<file path="src/rtl/lfpwm_pkg.sv">
package lfpwm_pkg;

  function automatic longint hz_to_step(input longint hz, input int acc_w, input longint clk_hz);
    return (hz * (longint'(1) << acc_w)) / clk_hz;
  endfunction

  function automatic longint time_to_cyc(input longint t, input longint units_per_s,
                                         input longint clk_hz);
    return (t * clk_hz) / units_per_s;
  endfunction

  function automatic longint lin_slope(input longint hi, input longint lo, input longint span,
                                       input int frac);
    return ((hi - lo) * (longint'(1) << frac)) / span;
  endfunction

endpackage

</file>
<file path="src/rtl/lfpwm_burst.sv">
module lfpwm_burst #(
  parameter int FB_W     = 12,
  parameter int ENTER_MV = 2000,
  parameter int EXIT_MV  = 2100
) (
  input  logic            clk_i,
  input  logic            rst_ni,
  input  logic [FB_W-1:0] fb_mv_i,
  output logic            burst_o
);

  logic below, above;

  assign below = 32'(fb_mv_i) < 32'(ENTER_MV);
  assign above = 32'(fb_mv_i) > 32'(EXIT_MV);

  always_ff @(posedge clk_i or negedge rst_ni) begin
    if (!rst_ni)    burst_o <= 1'b0;
    else if (below) burst_o <= 1'b1;
    else if (above) burst_o <= 1'b0;
  end

  AST_BURST_ENTER: assert property (@(posedge clk_i) disable iff (!rst_ni)
    below |=> burst_o);
  AST_BURST_EXIT: assert property (@(posedge clk_i) disable iff (!rst_ni)
    above |=> !burst_o);
  AST_BURST_HOLD: assert property (@(posedge clk_i) disable iff (!rst_ni)
    (!below && !above) |=> $stable(burst_o));

endmodule

</file>
<file path="src/rtl/lfpwm_hop.sv">
module lfpwm_hop #(
  parameter int TRI_BITS = 5,
  parameter int STEP_CYC = 15625,
  localparam int TW = TRI_BITS + 2
) (
  input  logic                 clk_i,
  input  logic                 rst_ni,
  output logic signed [TW-1:0] tri_o
);

  localparam int T_MAX = 1 << TRI_BITS;
  localparam int SW    = (STEP_CYC > 1) ? $clog2(STEP_CYC) : 1;
  localparam logic signed [TW-1:0] T_TURN_UP = TW'(T_MAX - 1);
  localparam logic signed [TW-1:0] T_TURN_DN = TW'(1 - T_MAX);
  localparam logic signed [TW-1:0] T_POS     = TW'(T_MAX);
  localparam logic signed [TW-1:0] T_NEG     = TW'(-T_MAX);
  localparam logic [SW-1:0]        DIV_LAST  = SW'(STEP_CYC - 1);

  logic [SW-1:0] div_q;
  logic          up_q;

  always_ff @(posedge clk_i or negedge rst_ni) begin
    if (!rst_ni) begin
      div_q <= '0;
      up_q  <= 1'b1;
      tri_o <= '0;
    end else if (div_q == DIV_LAST) begin
      div_q <= '0;
      if (up_q) begin
        tri_o <= tri_o + TW'(1);
        if (tri_o == T_TURN_UP) up_q <= 1'b0;
      end else begin
        tri_o <= tri_o - TW'(1);
        if (tri_o == T_TURN_DN) up_q <= 1'b1;
      end
    end else begin
      div_q <= div_q + SW'(1);
    end
  end

  AST_TRI_RANGE: assert property (@(posedge clk_i) disable iff (!rst_ni)
    (tri_o <= T_POS) && (tri_o >= T_NEG));
  AST_TRI_STEP: assert property (@(posedge clk_i) disable iff (!rst_ni)
    1'b1 |=> (tri_o == $past(tri_o)) || (tri_o == $past(tri_o) + TW'(1))
             || (tri_o == $past(tri_o) - TW'(1)));

endmodule

</file>
<file path="src/rtl/lfpwm_map.sv">
module lfpwm_map #(
  parameter int FB_W     = 12,
  parameter int ACC_W    = 24,
  parameter int TRI_BITS = 5,
  parameter int FB_HI_MV = 2700,
  parameter int FB_LO_MV = 2250,
  parameter int STEP_HI  = 10905,
  parameter int STEP_LO  = 4026,
  parameter int DEV_HI   = 671,
  parameter int DEV_LO   = 260,
  parameter int FRAC     = 12,
  localparam int TW = TRI_BITS + 2
) (
  input  logic [FB_W-1:0]       fb_mv_i,
  input  logic signed [TW-1:0]  tri_i,
  output logic [ACC_W-1:0]      step_o
);

  localparam int SPAN    = FB_HI_MV - FB_LO_MV;
  localparam int SL_BASE = int'(lfpwm_pkg::lin_slope(STEP_HI, STEP_LO, SPAN, FRAC));
  localparam int SL_DEV  = int'(lfpwm_pkg::lin_slope(DEV_HI, DEV_LO, SPAN, FRAC));
  localparam int STEP_MIN = STEP_LO - DEV_LO;
  localparam int STEP_MAX = STEP_HI + DEV_HI;

  int fb_v, d, base, dev, off, sum;

  always_comb begin
    fb_v = 32'(fb_mv_i);
    d    = 0;
    if (fb_v >= FB_HI_MV) begin
      base = STEP_HI;
      dev  = DEV_HI;
    end else if (fb_v <= FB_LO_MV) begin
      base = STEP_LO;
      dev  = DEV_LO;
    end else begin
      d    = fb_v - FB_LO_MV;
      base = STEP_LO + ((d * SL_BASE) >>> FRAC);
      dev  = DEV_LO + ((d * SL_DEV) >>> FRAC);
    end
    off    = (dev * int'(tri_i)) >>> TRI_BITS;
    sum    = base + off;
    step_o = ACC_W'(sum);
    AST_STEP_RANGE: assert (sum >= STEP_MIN && sum <= STEP_MAX);
  end

endmodule

</file>
<file path="src/rtl/lfpwm_core.sv">
module lfpwm_core #(
  parameter int ACC_W   = 24,
  parameter int DUTY_TH = 14260633,
  parameter int LEB_CYC = 27
) (
  input  logic             clk_i,
  input  logic             rst_ni,
  input  logic             en_i,
  input  logic             trip_i,
  input  logic             skip_req_i,
  input  logic [ACC_W-1:0] step_i,
  output logic             gate_o,
  output logic [ACC_W-1:0] period_o
);

  logic [ACC_W-1:0] acc_q, step_q, pos_q;
  logic [ACC_W:0]   sum;
  logic             run_q, cut_q, skip_q, wrap, leb_done, live;

  assign sum      = {1'b0, acc_q} + {1'b0, step_q};
  assign wrap     = sum[ACC_W];
  assign leb_done = 32'(pos_q) >= 32'(LEB_CYC);
  assign live     = en_i && run_q;

  always_ff @(posedge clk_i or negedge rst_ni) begin
    if (!rst_ni) begin
      acc_q    <= '0;
      step_q   <= '0;
      pos_q    <= '0;
      period_o <= '0;
      run_q    <= 1'b0;
      cut_q    <= 1'b0;
      skip_q   <= 1'b0;
    end else if (!live) begin
      // idle or first enabled cycle: load fresh controls
      acc_q  <= '0;
      pos_q  <= '0;
      cut_q  <= 1'b0;
      step_q <= step_i;
      skip_q <= skip_req_i;
      run_q  <= en_i;
    end else begin
      acc_q <= sum[ACC_W-1:0];
      if (wrap) begin
        step_q   <= step_i;
        skip_q   <= skip_req_i;
        cut_q    <= 1'b0;
        period_o <= pos_q + ACC_W'(1);
        pos_q    <= '0;
      end else begin
        pos_q <= pos_q + ACC_W'(1);
        if (trip_i && leb_done) cut_q <= 1'b1;
      end
    end
  end

  assign gate_o = run_q && !skip_q && !cut_q && (32'(acc_q) < 32'(DUTY_TH));

  AST_OFF_AT_END: assert property (@(posedge clk_i) disable iff (!rst_ni)
    (live && wrap) |-> !gate_o);
  AST_LEB_IGNORE: assert property (@(posedge clk_i) disable iff (!rst_ni)
    (live && !wrap && !leb_done && !cut_q) |=> !cut_q);
  AST_CUT_HOLDS: assert property (@(posedge clk_i) disable iff (!rst_ni)
    (live && cut_q && !wrap) |=> !gate_o);
  AST_STEP_STABLE: assert property (@(posedge clk_i) disable iff (!rst_ni)
    (live && !wrap) |=> $stable(step_q));
  AST_DIS_LOW: assert property (@(posedge clk_i) disable iff (!rst_ni)
    !en_i |=> !gate_o);

endmodule

</file>
<file path="src/rtl/lf_pwm_ctrl.sv">
module lf_pwm_ctrl #(
  parameter int FB_W           = 12,
  parameter int ACC_W          = 24,
  parameter int CLK_HZ         = 100_000_000,
  parameter int F_HI_HZ        = 65_000,
  parameter int F_LO_HZ        = 24_000,
  parameter int DEV_HI_HZ      = 4_000,
  parameter int DEV_LO_HZ      = 1_550,
  parameter int FB_HI_MV       = 2700,
  parameter int FB_LO_MV       = 2250,
  parameter int BURST_ENTER_MV = 2000,
  parameter int BURST_EXIT_MV  = 2100,
  parameter int DUTY_PCT       = 85,
  parameter int LEB_NS         = 270,
  parameter int HOP_PERIOD_US  = 20_000,
  parameter int TRI_BITS       = 5,
  parameter int FRAC           = 12
) (
  input  logic             clk_i,
  input  logic             rst_ni,
  input  logic             en_i,
  input  logic [FB_W-1:0]  fb_mv_i,
  input  logic             cs_trip_i,
  output logic             gate_o,
  output logic             burst_o,
  output logic [ACC_W-1:0] period_o
);

  localparam int TW       = TRI_BITS + 2;
  localparam int STEP_HI  = int'(lfpwm_pkg::hz_to_step(F_HI_HZ, ACC_W, CLK_HZ));
  localparam int STEP_LO  = int'(lfpwm_pkg::hz_to_step(F_LO_HZ, ACC_W, CLK_HZ));
  localparam int DEV_HI   = int'(lfpwm_pkg::hz_to_step(DEV_HI_HZ, ACC_W, CLK_HZ));
  localparam int DEV_LO   = int'(lfpwm_pkg::hz_to_step(DEV_LO_HZ, ACC_W, CLK_HZ));
  localparam int LEB_CYC  = int'(lfpwm_pkg::time_to_cyc(LEB_NS, 1_000_000_000, CLK_HZ));
  localparam int HOP_CYC  = int'(lfpwm_pkg::time_to_cyc(HOP_PERIOD_US, 1_000_000, CLK_HZ));
  localparam int STEP_CYC = (HOP_CYC / (4 << TRI_BITS) > 0) ? HOP_CYC / (4 << TRI_BITS) : 1;
  localparam int DUTY_TH  = int'((longint'(1) << ACC_W) * DUTY_PCT / 100);

  logic signed [TW-1:0] tri_pos;
  logic [ACC_W-1:0]     step_new;

  lfpwm_burst #(
    .FB_W(FB_W), .ENTER_MV(BURST_ENTER_MV), .EXIT_MV(BURST_EXIT_MV)
  ) u_burst (
    .clk_i(clk_i), .rst_ni(rst_ni), .fb_mv_i(fb_mv_i), .burst_o(burst_o)
  );

  lfpwm_hop #(
    .TRI_BITS(TRI_BITS), .STEP_CYC(STEP_CYC)
  ) u_hop (
    .clk_i(clk_i), .rst_ni(rst_ni), .tri_o(tri_pos)
  );

  lfpwm_map #(
    .FB_W(FB_W), .ACC_W(ACC_W), .TRI_BITS(TRI_BITS),
    .FB_HI_MV(FB_HI_MV), .FB_LO_MV(FB_LO_MV),
    .STEP_HI(STEP_HI), .STEP_LO(STEP_LO), .DEV_HI(DEV_HI), .DEV_LO(DEV_LO), .FRAC(FRAC)
  ) u_map (
    .fb_mv_i(fb_mv_i), .tri_i(tri_pos), .step_o(step_new)
  );

  lfpwm_core #(
    .ACC_W(ACC_W), .DUTY_TH(DUTY_TH), .LEB_CYC(LEB_CYC)
  ) u_core (
    .clk_i(clk_i), .rst_ni(rst_ni), .en_i(en_i), .trip_i(cs_trip_i),
    .skip_req_i(burst_o), .step_i(step_new), .gate_o(gate_o), .period_o(period_o)
  );

endmodule

</file>
<file path="config.mk">
export PLATFORM = sky130hd
export DESIGN_NAME = lf_pwm_ctrl
export DESIGN_NICKNAME = d
export VERILOG_FILES = /design/src/rtl/lfpwm_pkg.sv /design/src/rtl/lfpwm_burst.sv /design/src/rtl/lfpwm_hop.sv /design/src/rtl/lfpwm_map.sv /design/src/rtl/lfpwm_core.sv /design/src/rtl/lf_pwm_ctrl.sv
export SDC_FILE = /design/constraint.sdc
export NUM_CORES = 1
export LEC_CHECK = 0
export CORE_ASPECT_RATIO = 0.8
export CORE_UTILIZATION = 50
export CTS_BUF_LIST = sky130_fd_sc_hd__clkbuf_8
export DETAILED_ROUTE_END_ITERATION = 8
export PLACE_DENSITY = 0.66
export SYNTH_ARGS = -nofsm -noshare
export SYNTH_HDL_FRONTEND = slang
export SYNTH_SLANG_ARGS = --single-unit
</file>
<file path="constraint.sdc">
create_clock -name clk_i -period 10.7 [get_ports clk_i]
set_input_delay 2.14 -clock clk_i [delete_from_list [all_inputs] [get_ports clk_i]]
set_output_delay 2.14 -clock clk_i [all_outputs]
set_load 0.05 [all_outputs]
</file>
---- Word-level counts from Yosys, hierarchy flattened ----
Index checks and enable logic that the tools add are counted.
storage, ports and cells
  register bits after elaboration ......... 122
  latch bits .............................. 0
  RAM bits ................................ 0
  memory bits (read-only) ................. 0
  output and inout bits ................... 26
  memories ................................ 0
cells by class
  $add $sub $neg .......................... 9
  $mul .................................... 3
  divide/modulo/power cells ............... 0
  $lt $le $gt $ge ......................... 6
  equal/unequal tests ..................... 5
  shift operators ......................... 0
  muxes and demuxes ....................... 21
  bitwise operators ....................... 0
  reduce and logical (&&, ||, !) cells .... 9
operators with widths
  kind                                                                             number
  24-bit two-way mux                                                               7
  32-bit two-way mux                                                               2
  32-bit by 7-bit multiplier with 29-bit output                                    1
  13-bit by 16-bit multiplier with 29-bit output (second input constant)           1
  13-bit by 13-bit multiplier with 26-bit output (second input constant)           1
  24-bit by 24-bit adder with 25-bit output                                        1
  24-bit by 1-bit adder with 24-bit output (second input constant)                 1
  24-bit adder                                                                     1
  24-bit by 5-bit >= comparator with 1-bit output (second input constant)          1
  24-bit less-than comparator (second input constant)                              1
  10-bit by 20-bit adder with 21-bit output (first input constant)                 1
  13-bit by 18-bit adder with 19-bit output (first input constant)                 1
  14-bit by 1-bit adder with 14-bit output (second input constant)                 1
  14-bit equality test (second input constant)                                     1
  7-bit by 6-bit equality test with 1-bit output (second input constant)           2
  14-bit two-way mux                                                               1
  12-bit by 12-bit subtractor with 13-bit output (second input constant)           1
  12-bit >= comparator (second input constant)                                     1
  12-bit greater-than comparator (second input constant)                           1
  12-bit less-or-equal comparator (second input constant)                          1
  12-bit by 11-bit less-than comparator with 1-bit output (second input constant)  1
  1-bit two-way mux                                                                10
  7-bit by 2-bit adder with 7-bit output (second input constant)                   1
  7-bit two-way mux                                                                1
  7 further kinds                                                                  12

---- Longest topological paths before layout ----
  depth in word-level cells ............... 9
  depth in mapped cells ................... 58
  mapped depth without buffers ............ 57

---- Hierarchy ----
A second synthesis with hierarchy kept.
second synthesis, totals
  cells, all modules ...................... 2235
  area, all modules ....................... 20223.1 um^2
by module, submodules not included
  module       instances  cells an instance  area an instance (um^2)  seq. area each (um^2)
  lfpwm_map    1          1593               13487.9                  0.0
  lfpwm_core   1          518                5439.0                   2477.4
  lfpwm_hop    1          114                1203.7                   551.8
  lfpwm_burst  1          10                 92.6                     25.0

---- Least setup slack after synthesis ----
No wires, ideal clock.
  kind .................................... in2reg
  from .................................... input port fb_mv_i[1]
  to ...................................... register u_core.step_q[23]
  library setup time ...................... 0.125 ns
  arrival ................................. 15.080 ns
  slack ................................... -4.505 ns
  stages on the path ...................... 53
  cell sequence ........................... clkbuf_1 -> inv_1 -> ha_1 -> nand2b_1 -> a21oi_1 -> nor2_1 -> xnor2_1 -> clkinv_1 -> ha_1 -> fa_1 -> fa_1 -> fa_1 -> inv_1 -> fa_1 -> inv_1 -> ha_1 -> a21o_1 -> a21oi_2 -> [17 not listed] -> a21o_1 -> a21o_1 -> a21oi_1 -> o21ai_2 -> a21oi_1 -> inv_1 -> a21oi_1 -> xnor2_1 -> ha_1 -> a211o_1 -> or4_4 -> a311oi_2 -> o21bai_1 -> o21ai_1 -> a21oi_1 -> a221oi_2 -> xnor3_1 -> mux2_4
between the ends
  longest elaborated chain between the ends .. 9
RTL lines
  what                                            RTL line           source
  start: declaration                              lf_pwm_ctrl.sv:22  input logic [FB_W-1:0] fb_mv_i,
  12-bit by 12-bit subtractor with 13-bit output  lfpwm_map.sv:37    d = fb_v - FB_LO_MV;
  13-bit by 13-bit multiplier with 26-bit output  lfpwm_map.sv:39    dev = DEV_LO + ((d * SL_DEV) >>> FRAC);
  10-bit by 20-bit adder with 21-bit output       lfpwm_map.sv:39
  32-bit two-way mux                              lfpwm_map.sv:33    end else if (fb_v <= FB_LO_MV) begin
  32-bit two-way mux                              lfpwm_map.sv:30    if (fb_v >= FB_HI_MV) begin
  32-bit by 7-bit multiplier with 29-bit output   lfpwm_map.sv:41    off = (dev * int'(tri_i)) >>> TRI_BITS;
  24-bit adder (*)                                lfpwm_map.sv:42    sum = base + off;
  24-bit two-way mux                              lfpwm_core.sv:44   if (wrap) begin
  24-bit two-way mux (*)                          lfpwm_core.sv:34   end else if (!live) begin
  end signal: assignment                          lfpwm_core.sv:39   step_q <= step_i;
  end signal: assignment                          lfpwm_core.sv:45   step_q <= step_i;
  end: declaration                                lfpwm_core.sv:16   logic [ACC_W-1:0] acc_q, step_q, pos_q;
Mark *: on every way between the ends. The rest lies on a longest branch, timed or not. The select of a mux whose other input is x is not followed.
A chain may end at the register's enable or synchronous reset.

---- Final worst setup path ----
  from .................................... input port fb_mv_i[2]
  to ...................................... register u_core.step_q[23]
The elaborated chain is that of the path after synthesis.

==> flow_metrics.env <==
export IMPL_gp_congestion=0.982
export IMPL_setup_violations=23
export IMPL_cts_tree="built"
export IMPL_synth_edf_count=0
export IMPL_drtIter0Drc=910
export IMPL_ant_nets=0
export IMPL_die_w_um=230
export IMPL_cts_sinks=122
export IMPL_final_setup_worst_slack_ns=-3.07
export IMPL_relSlewSlack=0.237
export IMPL_min_path_type="register to register"
export IMPL_status="finished with violations"
export IMPL_grt_max_degree=78
export IMPL_cp_arrival_ns=14.11
export IMPL_reg2reg_slack_ns=2.63
export IMPL_yosys_area_top_type_share=0.232
export IMPL_dr_pass1_iters=5
export IMPL_avgViaCountPerCell=5.25
export IMPL_fin_util=0.666
export IMPL_cp_start_kind="input pin"
export IMPL_synthCells=2310
export IMPL_crit_start="fb_mv_i[2]"
export IMPL_wl_per_cell_um=17.0
export IMPL_max_freq_mhz=72.6
export IMPL_netlist_top_cell_by_area="fa_1"
export IMPL_overflow=0
export IMPL_num_vias=17600
export IMPL_syn_area_um2=20700
export IMPL_clk_pin_slew_ns=0.07
export IMPL_ys_seq_elements=122
export IMPL_clockBufferDepth=2
export IMPL_slew_violations=0
export IMPL_synth_area_leaders="fa_1 (23%), ha_1 (18%), dfrtp_1 (15%)"
export IMPL_cp_required_ns=11.04
export IMPL_drt_wl_total_um=56900
export IMPL_holdWs_ns=0.482
export IMPL_avgSynthCellArea_um2=8.96
export IMPL_core_um2=40700
export IMPL_max_cap_viol_count=0
export IMPL_gr_usage_all_layers=0.275
export IMPL_slowest_stage="fa_1"
export IMPL_crit_path_end="u_core.step_q[23]"
export IMPL_clock_latency_ns=0.46
export IMPL_syn_nets=2856
export IMPL_fin_worst_skew_ns=0.0124
export IMPL_nets=3338
export IMPL_yosysWarnings=0
export IMPL_htreeDepth=4
export IMPL_timing_rr_end="u_core.step_q[23]"
export IMPL_grt_pass1_vias=18300
export IMPL_hp_start="u_core.skip_q"
export IMPL_drive_above_1_share=0.273
export IMPL_cts_made_buffers=17
export IMPL_reg2regPathDepth=31
export IMPL_areaGrowthSynthToFinish_pct=31.0
export IMPL_rows=66
export IMPL_seq_area_frac_synth=0.148
export IMPL_die_y_um=184
export IMPL_synthArstFlopShare=1.00
export IMPL_initial_utilization=0.509
export IMPL_dieArea_um2=42200
export IMPL_max_slew_worst_pin_slew_ns=1.14
export IMPL_violations="negative setup slack"
export IMPL_worstSetupEndpointType="register"
export IMPL_root_buffer="clkbuf_8"
export IMPL_period_needed_ns=13.77
export IMPL_crit_fanout=4
export IMPL_place_hpwl_um=46300
export IMPL_antenna_found_initial=0
export IMPL_finalCritPeriodShare=1.29
export IMPL_slowest_delay_ns=0.55
export IMPL_grt_setup_unrepaired="true"
export IMPL_hold_viol=0
export IMPL_cp_common_cell="fa_1"
export IMPL_synth_cell_types=103
export IMPL_synthFlopType="dfrtp_1"
export IMPL_placement_io_buffers=41
export IMPL_antenna_cells_inserted=0
export IMPL_crit_type="input pin to register"
export IMPL_drc_errors=0
export IMPL_grt_pass1_wl_um=92000
export IMPL_ios=42
export IMPL_r2r_start="u_hop.tri_o[6]"
## what timing repair did
action,4_1_cts,5_1_grt
buffers inserted,32,24
endpoints found under the setup margin,24,24
pin swaps,124,122
hold buffers,0,0
cloned,0,0
resized for setup,120,114
## sequential cells by signal, summed over array words and instances, names as in the netlist
register,flops
u_core.period_o,24
u_core.run_q,1
u_core.cut_q,1
u_burst.burst_o,1
u_hop.tri_o,7
u_core.step_q,24
u_hop.div_q,14
u_core.pos_q,24
u_core.acc_q,24
u_hop.up_q,1
u_core.skip_q,1
## cell usage after synthesis (all sizes together) (20+ instances only)
cell / instances
a21o: 45
a21oi: 134
and2: 83
and3: 33
clkbuf: 43
dfrtp: 121
fa: 240
ha: 290
inv: 428
nand2: 129
nand2b: 20
nand3: 38
nor2: 183
nor2b: 21
nor3: 23
o21ai: 64
xnor2: 102
xor2: 76
## layout by cell type, fill, tap and decap left out, types with 19 or more instances in the layout
| cell | count |
|---|---|
| buf_4 | 445 |
| inv_1 | 409 |
| ha_1 | 253 |
| fa_1 | 238 |
| nor2_1 | 169 |
| nand2_1 | 121 |
| dfrtp_1 | 121 |
| a21oi_1 | 103 |
| xnor2_1 | 81 |
| and2_1 | 78 |
| xor2_1 | 62 |
| a21o_1 | 45 |
| o21ai_0 | 38 |
| clkdlybuf4s50_1 | 35 |
| nand3_1 | 34 |
| ha_4 | 34 |
| buf_6 | 28 |
| and3_1 | 26 |
| a21oi_2 | 23 |
| nand2b_1 | 19 |
## routing by layer
metal | vias up | routed length, um | track usage
li1 | 8480 | - | -
met1 | 8686 | 27300 | 0.399
met2 | 350 | 25900 | 0.440
met3 | 53 | 2840 | 0.0360
met4 | 0 | 820 | 0.0541
met5 | - | 0 | 0
## per-stage QoR
stage          TNS, ns  worst slack, ns  cell area (um2)  cells
2_1_floorplan   -44.08            -3.10            21100   2310
3_3_place_gp    -70.15            -3.98            25200   3268
3_5_place_dp    -75.20            -4.23            25200   3268
4_1_cts         -47.56            -3.09            26300   3325
5_1_grt         -57.17            -3.42            27100   3349
6_report        -49.42            -3.07            27100   3349
## worst min-delay path by stage
stage | end | slack, ns | cells past startpoint
2_1_floorplan | u_core.skip_q | 0.44 | 2
3_3_place_gp | u_core.skip_q | 0.47 | 2
3_5_place_dp | u_core.skip_q | 0.47 | 2
4_1_cts | u_core.skip_q | 0.49 | 2
5_1_grt | u_core.skip_q | 0.52 | 2
6_report | u_core.skip_q | 0.48 | 2
## layout make-up
cell class | count | area (um2)
inverters | 429 | 1620
clock buffers | 18 | 248
multi-input cells | 1706 | 17300
clock inverters | 14 | 133
flip-flops and latches | 122 | 3050
repair buffers | 516 | 4110
fillers | 3247 | 13600
well taps | 544 | 681
## cell families (layout without fill, tap and decap cells)
| group | Yosys count | in the layout | synth area share |
|---|---|---|---|
| adders and majority gates | 530 | 530 | 0.407 |
| DFF | 122 | 122 | 0.148 |
| and+or+nand+nor | 599 | 599 | 0.145 |
| xor gates and xnor gates | 179 | 179 | 0.0775 |
| AOI/OAI and AO/OA | 382 | 382 | 0.126 |
| other | 1 | 1 | 0.000181 |
| muxes | 15 | 15 | 0.00792 |
| buffers and inverters | 482 | 977 | 0.0885 |
## critical path: cells and delay by family
family                   cells  cell delay (ns)
buffers and inverters       15             1.28
AND/OR/NAND/NOR              5             0.66
adder cells (fa/ha/maj)     13             5.10
AO/OA/AOI/OAI               20             3.82
XOR/XNOR                     4             0.83
multiplexers                 1             0.26
Power is not shown: default switching activity piles up to over one toggle a cycle in this logic, so the estimate is an artifact.
